`src/rtl/fhs_pkg.sv`:
```
package fhs_pkg;
  localparam int LVL_W   = 3;
  localparam int NUM_LVL = 5;
  localparam int BAND_W  = 2;
  localparam int ST_W    = 2;

  localparam logic [ST_W-1:0] FC_ZERO = 2'b00;
  localparam logic [ST_W-1:0] FC_MIDA = 2'b01;
  localparam logic [ST_W-1:0] FC_MIDB = 2'b10;
  localparam logic [ST_W-1:0] FC_FULL = 2'b11;

  localparam logic [ST_W-1:0] HB_BYP  = 2'b00;
  localparam logic [ST_W-1:0] HB_POS  = 2'b01;
  localparam logic [ST_W-1:0] HB_NEG  = 2'b10;

  localparam logic [BAND_W-1:0] BAND_LOW  = 2'b01;
  localparam logic [BAND_W-1:0] BAND_HIGH = 2'b10;

  typedef struct packed {
    logic [ST_W-1:0] fc;
    logic [ST_W-1:0] hb;
  } leg_state_t;
endpackage

```
`src/rtl/fhs_rst_sync.sv`:
```
module fhs_rst_sync #(
  parameter int STAGES = 2
) (
  input  logic clk,
  input  logic rst_n,
  output logic rst_n_sync
);
  logic [STAGES-1:0] sync_q;

  always_ff @(posedge clk or negedge rst_n) begin
    if (!rst_n) sync_q <= '0;
    else        sync_q <= {sync_q[STAGES-2:0], 1'b1};
  end

  assign rst_n_sync = sync_q[STAGES-1];
endmodule

```
`src/rtl/fhs_need_track.sv`:
```
module fhs_need_track
  import fhs_pkg::*;
(
  input  logic              clk,
  input  logic              rst_n,
  input  logic              en,
  input  logic [BAND_W-1:0] band,
  output logic              need_chg,
  output logic              out_of_band
);
  logic need_q;
  logic need_d;

  always_comb begin
    out_of_band = (band == BAND_LOW) || (band == BAND_HIGH);
    if (band == BAND_LOW)       need_chg = 1'b1;
    else if (band == BAND_HIGH) need_chg = 1'b0;
    else                        need_chg = need_q;
    need_d = en ? need_chg : need_q;
  end

  always_ff @(posedge clk or negedge rst_n) begin
    if (!rst_n) need_q <= 1'b1;
    else        need_q <= need_d;
  end


  low_sets_charge_chk: assert property (@(posedge clk) disable iff (!rst_n)
    en && band == BAND_LOW |=> need_q);

  high_sets_discharge_chk: assert property (@(posedge clk) disable iff (!rst_n)
    en && band == BAND_HIGH |=> !need_q);

  in_band_holds_chk: assert property (@(posedge clk) disable iff (!rst_n)
    !out_of_band |=> $stable(need_q));
endmodule

```
`src/rtl/fhs_combo_pick.sv`:
```
module fhs_combo_pick
  import fhs_pkg::*;
(
  input  logic [LVL_W-1:0] level,
  input  logic             cur_pos,
  input  logic             fc_need,
  input  logic             fc_oob,
  input  logic             hb_need,
  output leg_state_t       pick,
  output logic             valid
);
  logic [ST_W-1:0] mid_match;
  logic            neg_ok;
  logic            pos_ok;

  always_comb begin
    mid_match = (fc_need == cur_pos) ? FC_MIDA : FC_MIDB;
    neg_ok    = (hb_need == cur_pos);
    pos_ok    = (hb_need != cur_pos);
    valid     = (level < LVL_W'(NUM_LVL));
    pick      = '{fc: FC_ZERO, hb: HB_BYP};
    unique case (level)
      3'd0: pick = '{fc: FC_ZERO, hb: HB_BYP};
      3'd1: begin
        if (neg_ok || fc_oob) pick = '{fc: mid_match, hb: HB_NEG};
        else                  pick = '{fc: FC_ZERO,   hb: HB_POS};
      end
      3'd2: pick = '{fc: mid_match, hb: HB_BYP};
      3'd3: begin
        if (pos_ok || fc_oob) pick = '{fc: mid_match, hb: HB_POS};
        else                  pick = '{fc: FC_FULL,   hb: HB_NEG};
      end
      3'd4: pick = '{fc: FC_FULL, hb: HB_BYP};
      default: pick = '{fc: FC_ZERO, hb: HB_BYP};
    endcase
  end
endmodule

```
`src/rtl/fhs_balance_sel.sv`:
```
module fhs_balance_sel
  import fhs_pkg::*;
#(
  parameter int RST_STAGES = 2
) (
  input  logic             clk,
  input  logic             rst_n,
  input  logic             sample_stb,
  input  logic [LVL_W-1:0] level_req,
  input  logic             cur_pos,
  input  logic [BAND_W-1:0] fc_band,
  input  logic [BAND_W-1:0] hb_band,
  output logic [ST_W-1:0]  fc_state,
  output logic [ST_W-1:0]  hb_state,
  output logic             level_err
);
  logic       rst_s_n;
  logic       fc_need, fc_oob, hb_need, hb_oob;
  logic       pick_valid;
  leg_state_t pick;
  leg_state_t leg_q, leg_d;
  logic       err_q, err_d;

  fhs_rst_sync #(.STAGES(RST_STAGES)) u_rst (
    .clk(clk), .rst_n(rst_n), .rst_n_sync(rst_s_n));

  fhs_need_track u_fc_need (
    .clk(clk), .rst_n(rst_s_n), .en(sample_stb), .band(fc_band),
    .need_chg(fc_need), .out_of_band(fc_oob));

  fhs_need_track u_hb_need (
    .clk(clk), .rst_n(rst_s_n), .en(sample_stb), .band(hb_band),
    .need_chg(hb_need), .out_of_band(hb_oob));

  fhs_combo_pick u_pick (
    .level(level_req), .cur_pos(cur_pos), .fc_need(fc_need),
    .fc_oob(fc_oob), .hb_need(hb_need), .pick(pick), .valid(pick_valid));

  always_comb begin
    leg_d = leg_q;
    err_d = err_q;
    if (sample_stb) begin
      err_d = !pick_valid;
      if (pick_valid) leg_d = pick;
    end
  end

  always_ff @(posedge clk or negedge rst_s_n) begin
    if (!rst_s_n) begin
      leg_q <= '{fc: FC_ZERO, hb: HB_BYP};
      err_q <= 1'b0;
    end else begin
      leg_q <= leg_d;
      err_q <= err_d;
    end
  end

  assign fc_state  = leg_q.fc;
  assign hb_state  = leg_q.hb;
  assign level_err = err_q;


  hold_when_idle_chk: assert property (@(posedge clk) disable iff (!rst_s_n)
    !sample_stb |=> $stable(leg_q) && $stable(err_q));

  level_zero_fixed_chk: assert property (@(posedge clk) disable iff (!rst_s_n)
    sample_stb && level_req == 3'd0 |=> fc_state == FC_ZERO && hb_state == HB_BYP);

  level_top_fixed_chk: assert property (@(posedge clk) disable iff (!rst_s_n)
    sample_stb && level_req == 3'd4 |=> fc_state == FC_FULL && hb_state == HB_BYP);

  bridge_code_legal_chk: assert property (@(posedge clk) disable iff (!rst_s_n)
    hb_state != 2'b11);

  mid_level_bypass_chk: assert property (@(posedge clk) disable iff (!rst_s_n)
    sample_stb && level_req == 3'd2 |=> hb_state == HB_BYP &&
      (fc_state == FC_MIDA || fc_state == FC_MIDB));

  bad_level_hold_chk: assert property (@(posedge clk) disable iff (!rst_s_n)
    sample_stb && level_req > 3'd4 |=> level_err && $stable(leg_q));

  good_level_clear_chk: assert property (@(posedge clk) disable iff (!rst_s_n)
    sample_stb && level_req <= 3'd4 |=> !level_err);
endmodule

```
`config.mk`:
```
export PLATFORM = sky130hd
export DESIGN_NAME = fhs_balance_sel
export DESIGN_NICKNAME = d
export VERILOG_FILES = /design/src/rtl/fhs_pkg.sv /design/src/rtl/fhs_rst_sync.sv /design/src/rtl/fhs_need_track.sv /design/src/rtl/fhs_combo_pick.sv /design/src/rtl/fhs_balance_sel.sv
export SDC_FILE = /design/constraint.sdc
export NUM_CORES = 1
export LEC_CHECK = 0
export ABC_CLOCK_PERIOD_IN_PS = 800
export BUFFER_PORTS_ARGS = -buffer_cell sky130_fd_sc_hd__buf_2
export CAP_MARGIN = 20
export CORE_MARGIN = 2
export CORE_UTILIZATION = 40
export CTS_BUF_LIST = sky130_fd_sc_hd__clkbuf_4
export CTS_CLUSTER_SIZE = 10
export DETAILED_ROUTE_END_ITERATION = 8
export GPL_ROUTABILITY_DRIVEN = 1
export PLACE_DENSITY = 0.68
export SYNTH_ARGS = -nofsm -noshare
export SYNTH_HDL_FRONTEND = slang
export SYNTH_SLANG_ARGS = --single-unit
```
`constraint.sdc`:
```
create_clock -name clk -period 0.8 [get_ports clk]
set_input_delay 0.04 -clock clk [delete_from_list [all_inputs] [get_ports clk]]
set_output_delay 0.04 -clock clk [all_outputs]
set_load 0.02 [all_outputs]
```
# [After elaboration in Yosys (flattened, before gate mapping)]
# Index checks and enable logic that the tools add are counted.
[op_classes] n_reduce_logical=5 muxes=8 n_eq_ne=11 order_cmp=1
[op_table] cell="case mux 4 bit (4 select lines)" n=1
[op_table] cell="two-way mux 4 bit" n=2
[op_table] cell="equality test 3 x 2 -> 1 bit, second input constant" n=2
[op_table] cell="equality test 2 x 1 -> 1 bit, second input constant" n=2
[op_table] cell="equality test 2 bit, second input constant" n=2
[op_table] cell="two-way mux 1 bit" n=4
[op_table] cell="equality test 3 x 1 -> 1 bit, second input constant" n=1
[op_table] cell="equality test 3 bit, second input constant" n=1
[op_table] cell="logical OR 1 bit" n=3
[op_table] cell="< comparator 3 bit, second input constant" n=1
[op_table] cell="equality test 1 bit" n=2
[op_table] cell="two-way mux 2 bit" n=1
[op_table] cell="AND reduction 2 bit" n=1
[op_table] cell="logical NOT 1 bit" n=1
[op_table] cell="inequality test 1 bit" n=1
[word_totals] regBits=9 wordCells=31 out_inout_bits=5

# [Depth between registers and ports, before layout]
[depth] word_depth=7 depth_mapped=7 mapped_depth_nobuf=7

# [Hierarchy]
# A second synthesis with hierarchy kept.
[hier_totals] hier_cells=52 hier_area_um2=550.5
[by_module_without_submodules] mod="fhs_balance_sel" area_each_um2=205.2 cells_each=12 seq_area_each_um2=125.1 n_inst=1
[by_module_without_submodules] mod="fhs_need_track" area_each_um2=86.3 cells_each=10 seq_area_each_um2=26.3 n_inst=2
[by_module_without_submodules] mod="fhs_combo_pick" area_each_um2=118.9 cells_each=17 seq_area_each_um2=0.0 n_inst=1
[by_module_without_submodules] mod="fhs_rst_sync" area_each_um2=53.8 cells_each=3 seq_area_each_um2=50.0 n_inst=1

# [Worst setup path before layout]
# Ideal clock, no wire load.
[synth_path] path_type="register -> register" start="register u_hb_need.need_q" end="register leg_q, in the netlist hb_state[0]" path_slack_ns=-0.457 t_required_ns=0.678 t_arrival_ns=1.135 path_stages_with_launch=6 n_path_buf=0 setup_time_ns=0.122 path_cell_list="dfstp_2 o21bai_2 nand2_2 xnor2_1 a21oi_1 a32o_1"
[synth_via] elab_chain_cells=6
[synth_rtl] element="start, declared" line_no="fhs_need_track.sv:11" text="logic need_q;"
[synth_rtl] element="start signal, assigned" line_no="fhs_need_track.sv:24" text="else need_q <= need_d;"
[synth_rtl] element="two-way mux 1 bit *" line_no="fhs_need_track.sv:17" text="else if (band == BAND_HIGH) need_chg = 1'b0;"
[synth_rtl] element="two-way mux 1 bit *" line_no="fhs_need_track.sv:16" text="if (band == BAND_LOW) need_chg = 1'b1;"
[synth_rtl] element="inequality test 1 bit / equality test 1 bit (equally long branches)" line_no="fhs_combo_pick.sv:19, fhs_combo_pick.sv:18"
[synth_rtl] element="logical OR 1 bit, on equally long branches" line_no="fhs_combo_pick.sv:30, fhs_combo_pick.sv:25"
[synth_rtl] element="two-way mux 4 bit, on equally long branches" line_no="fhs_combo_pick.sv:30, fhs_combo_pick.sv:25"
[synth_rtl] element="case mux 4 bit (4 select lines) *" line_no="fhs_combo_pick.sv:22" text="unique case (level)"
[synth_rtl] element="end signal, assigned" line_no="fhs_balance_sel.sv:50" text="leg_q <= '{fc: FC_ZERO, hb: HB_BYP};"
[synth_rtl] element="end signal, assigned" line_no="fhs_balance_sel.sv:53" text="leg_q <= leg_d;"
[synth_rtl] element="end, declared" line_no="fhs_balance_sel.sv:21" text="leg_state_t leg_q, leg_d;"
# Mark *: on every way between the ends. The rest lies on a longest branch, timed or not.
# A chain may end at the register's enable or synchronous reset.

# [Worst setup path in the final report]
[layout_path] start="register u_fc_need.need_q" end="register leg_q, in the netlist fc_state[0]"
[layout_via] elab_chain_cells=6
[layout_rtl] element="start, declared" line_no="fhs_need_track.sv:11"
[layout_rtl] element="start signal, assigned" line_no="fhs_need_track.sv:24"
[layout_rtl] element="two-way mux 1 bit *" line_no="fhs_need_track.sv:17"
[layout_rtl] element="two-way mux 1 bit *" line_no="fhs_need_track.sv:16"
[layout_rtl] element="equality test 1 bit *" line_no="fhs_combo_pick.sv:17" text="mid_match = (fc_need == cur_pos) ? FC_MIDA : FC_MIDB;"
[layout_rtl] element="two-way mux 2 bit *" line_no="fhs_combo_pick.sv:17"
[layout_rtl] element="two-way mux 4 bit, on equally long branches" line_no="fhs_combo_pick.sv:30, fhs_combo_pick.sv:25"
[layout_rtl] element="case mux 4 bit (4 select lines) *" line_no="fhs_combo_pick.sv:22"
# Marks and branches as above.

==> impl_table.tex <==
\begin{tabular}{lr}
\hline
Metric & Value \\
\hline
\multicolumn{2}{l}{\textbf{Run status}} \\
\quad Outcome & finished with violations \\
\quad Violations in the final reports & negative setup slack \\
\multicolumn{2}{l}{\textbf{Timing}} \\
\quad Final setup TNS & -2180 ps \\
\quad Final Slew Violations & 0 \\
\quad Final setup vio count & 10 \\
\quad Final Cycle Share & 165\% \\
\quad Worst hold-check slack & 88.5 ps \\
\quad Worst-case clock skew & 6.06 ps \\
\quad Worst setup margin & -522 ps \\
\quad Peak clock frequency supported by timing & 0.756 GHz \\
\quad Number of hold-slack violations in the final timing report & 0 \\
\quad Setup repair after global routing missed its margin & true \\
\quad Post-layout minimum cycle time & 1320 ps \\
\multicolumn{2}{l}{\textbf{Clock network}} \\
\quad Inserted Clock Buffers & 3 \\
\quad Worst-Skew Late Latency & 260 ps \\
\quad Clock transition at path regs & 60 ps \\
\quad Clock H-tree levels & 1 \\
\quad Clock tree from TritonCTS & done \\
\quad TritonCTS Sinks & 9 \\
\quad Maximum root-to-sink buffer count & 2 \\
\quad Root buffer selected by CTS & sky130\_fd\_sc\_hd\_\_clkbuf\_4 \\
\multicolumn{2}{l}{\textbf{Placed design}} \\
\quad Gpl congestion & 0.755 \\
\quad Detailed-placement wirelength estimate & 908 µm \\
\quad Instance count after placement with tap cells included & 92 \\
\quad IO buf count & 15 \\
\quad Placement-stage cell area & 669 µm² \\
\quad Worst setup timing slack at the placement stage & -517 ps \\
\multicolumn{2}{l}{\textbf{Pwr}} \\
\quad Leakage power summed over all cells & 0.379 nW \\
\quad Power per Cell Area & 1780 nW/µm² \\
\quad Total Power Consumption & 1.45 mW \\
\quad Worst VDD drop & 0.973 mV \\
\multicolumn{2}{l}{\textbf{Die}} \\
\quad Standard-cell rows & 12 \\
\quad Initial core utilization & 44.9\% \\
\quad Die Ht & 40.0 µm \\
\quad Placeable core area & 1160 µm² \\
\quad I/O pin total & 16 \\
\quad Area enclosed by the die boundary & 1600 µm² \\
\quad Horizontal die dimension & 40.0 µm \\
\multicolumn{2}{l}{\textbf{Yosys}} \\
\quad Most used DFF post-synth & sky130\_fd\_sc\_hd\_\_dfrtp\_1 \\
\quad Number of flops mapped to enable cells by yosys & 0 \\
\quad Unique cell type count in the Yosys netlist & 25 \\
\quad Number of warnings printed during yosys synthesis & 0 \\
\quad FFs w/ async S/R, synth & 100\% \\
\quad Synth Register Bits & 9 \\
\quad Cell Area, Synth & 519 µm² \\
\quad Average cell area after synthesis & 9.11 µm² \\
\quad Fraction of the yosys area taken by sequential cells & 43.9\% \\
\quad Cells after Synth & 57 \\
\quad Syn\_nets & 70 \\
\multicolumn{2}{l}{\textbf{Cells and area}} \\
\quad Most frequent cells in the layout & sky130\_fd\_sc\_hd\_\_buf\_2, sky130\_fd\_sc\_hd\_\_buf\_4, sky130\_fd\_sc\_hd\_\_dfrtp\_1 \\
\quad Synthesis-to-finish area growth & 56.4\% \\
\quad Share of layout cells above drive strength 1 & 47.1\% \\
\quad Filler-free cell count of the finished design & 99 \\
\quad Leading cell type in the layout, fill and taps excluded & sky130\_fd\_sc\_hd\_\_buf\_2 \\
\quad Final non-filler cell area & 812 µm² \\
\quad Layout net count & 99 \\
\quad Number of antenna cells inserted & 0 \\
\quad Final design utilization & 70.2\% \\
\multicolumn{2}{l}{\textbf{Global route}} \\
\quad Antenna violations before repair & 0 \\
\quad Overall overflow remaining after global route & 0 \\
\quad Total global routing track utilization & 21.7\% \\
\quad Vias in the first global route & 508 \\
\quad Maximum number of pins on one net before global-route repair & 8 \\
\quad Global-route wire length before repair & 2.19 mm \\
\multicolumn{2}{l}{\textbf{Worst setup path}} \\
\quad Reg2Reg Depth & 4 \\
\quad Crit end category & flip-flop \\
\quad Critical path start-end classification & reg2reg \\
\quad Family with the most delay on the worst path & flip-flops \\
\quad Required arrival time at the worst endpoint & 930 ps \\
\quad Critical Path, Cell by Cell & a21oi\_2, xor2\_1, o311ai\_2, nand3\_1 \\
\quad Max FO, Critical Path & 2 \\
\quad CP bufs+invs & 0 \\
\quad Sort of element at the start of the critical path & flip-flop \\
\quad CP peak stage delay & 540 ps \\
\quad Data arrival time at the worst-slack endpoint & 1460 ps \\
\quad Cell count along the critical path & 4 \\
\quad CP max-delay cell & sky130\_fd\_sc\_hd\_\_dfstp\_2 \\
\multicolumn{2}{l}{\textbf{Routing}} \\
\quad DRC viols & 0 \\
\quad Antenna viol nets, final & 0 \\
\quad Iter 0 DRT Violations & 3 \\
\quad Total length of routed wires & 1.35 mm \\
\quad Number of search-and-repair iterations in the first detailed-routing pass & 2 \\
\quad Via-to-Cell Ratio & 5.28 \\
\quad Total via count after detailed routing & 523 \\
\quad Post-detailed-route wirelength per cell & 13.7 µm \\
\multicolumn{2}{l}{\textbf{Worst hold path}} \\
\quad Path type of the worst min-delay path & in2async \\
\multicolumn{2}{l}{\textbf{Run}} \\
\quad \# Max-Cap Violations & 0 \\
\hline
\end{tabular}
==> sequential cells by signal (all words and copies together) (netlist names) <==
name              count
hb_state              2
fc_state              2
u_fc_need.need_q      1
u_rst.sync_q          2
level_err             1
u_hb_need.need_q      1
==> final timing paths <==
check	startpoint	slack [ps]	endpoint
min in group clk	hb_band[0]	110	u_hb_need.need_q$_DFFE_PN1P_
max reg2reg	u_fc_need.need_q$_DFFE_PN1P_	-520	fc_state[0]$_DFFE_PN0P_
max	u_fc_need.need_q$_DFFE_PN1P_	-520	fc_state[0]$_DFFE_PN0P_
max in group asynchronous	u_rst.sync_q[1]$_DFF_PN0_	400	u_hb_need.need_q$_DFFE_PN1P_
min reg2reg	u_rst.sync_q[1]$_DFF_PN0_	120	hb_state[1]$_DFFE_PN0P_
min	rst_n	90	u_rst.sync_q[0]$_DFF_PN0_
==> cell families (layout without fill, tap and decap cells) <==
| group | after synthesis | count (layout) | share of synthesized area, % |
|---|---|---|---|
| xor+xnor | 3 | 3 | 5.06 |
| compound gates | 16 | 16 | 20.5 |
| other cells | 1 | 1 | 0.722 |
| simple gates | 21 | 21 | 21.2 |
| flops | 9 | 9 | 43.9 |
| buf+inv | 5 | 33 | 3.85 |
| fa+ha+maj | 2 | 2 | 4.82 |
==> metal layers <==
layer	vias to the layer above	share of wire [%]	global-route usage, %
li1	254	-	-
met2	15	55	33.9
met3	2	4.7	9.44
met5	-	0	0
met1	252	39	23.2
met4	0	0.81	15.5
==> cell usage after synthesis, drive strengths merged, types with 2 or more instances <==
cell type,instances,area [µm²]
nand2,8,32.5
o311ai,2,17.5
nand3,4,20.0
nand2b,3,18.8
a21oi,4,23.8
xnor2,2,17.5
ha,2,25.0
dfstp,2,52.6
inv,4,15.0
nor2,2,7.51
dfrtp,7,175
o21ai,7,35.0
==> area by class of cell <==
| cell class | count | area, µm² |
|---|---|---|
| Tap cell | 14 | 17.5 |
| Clock buffer | 4 | 30.0 |
| Inverter | 4 | 15.0 |
| Fill cell | 88 | 344 |
| Sequential cell | 9 | 228 |
| Multi-Input combinational cell | 43 | 335 |
| Timing Repair Buffer | 25 | 186 |
==> timing repair <==
| item | in CTS | in global routing |
|---|---|---|
| endpoints found under the setup margin | 10 | 10 |
| resized for setup | 12 | 8 |
| hold buffers | 2 | 0 |
| buffers inserted | 1 | 0 |
| pin swaps | 4 | 3 |
| gates cloned | 0 | 0 |
| endpoints found under the hold margin | 3 | 0 |
==> where the power goes <==
part	internal (mW)	switching, mW
combinational	0.251	0.245
sequential	0.521	0.0521
clock	0.226	0.154
Power figures use the tool's default switching activity.
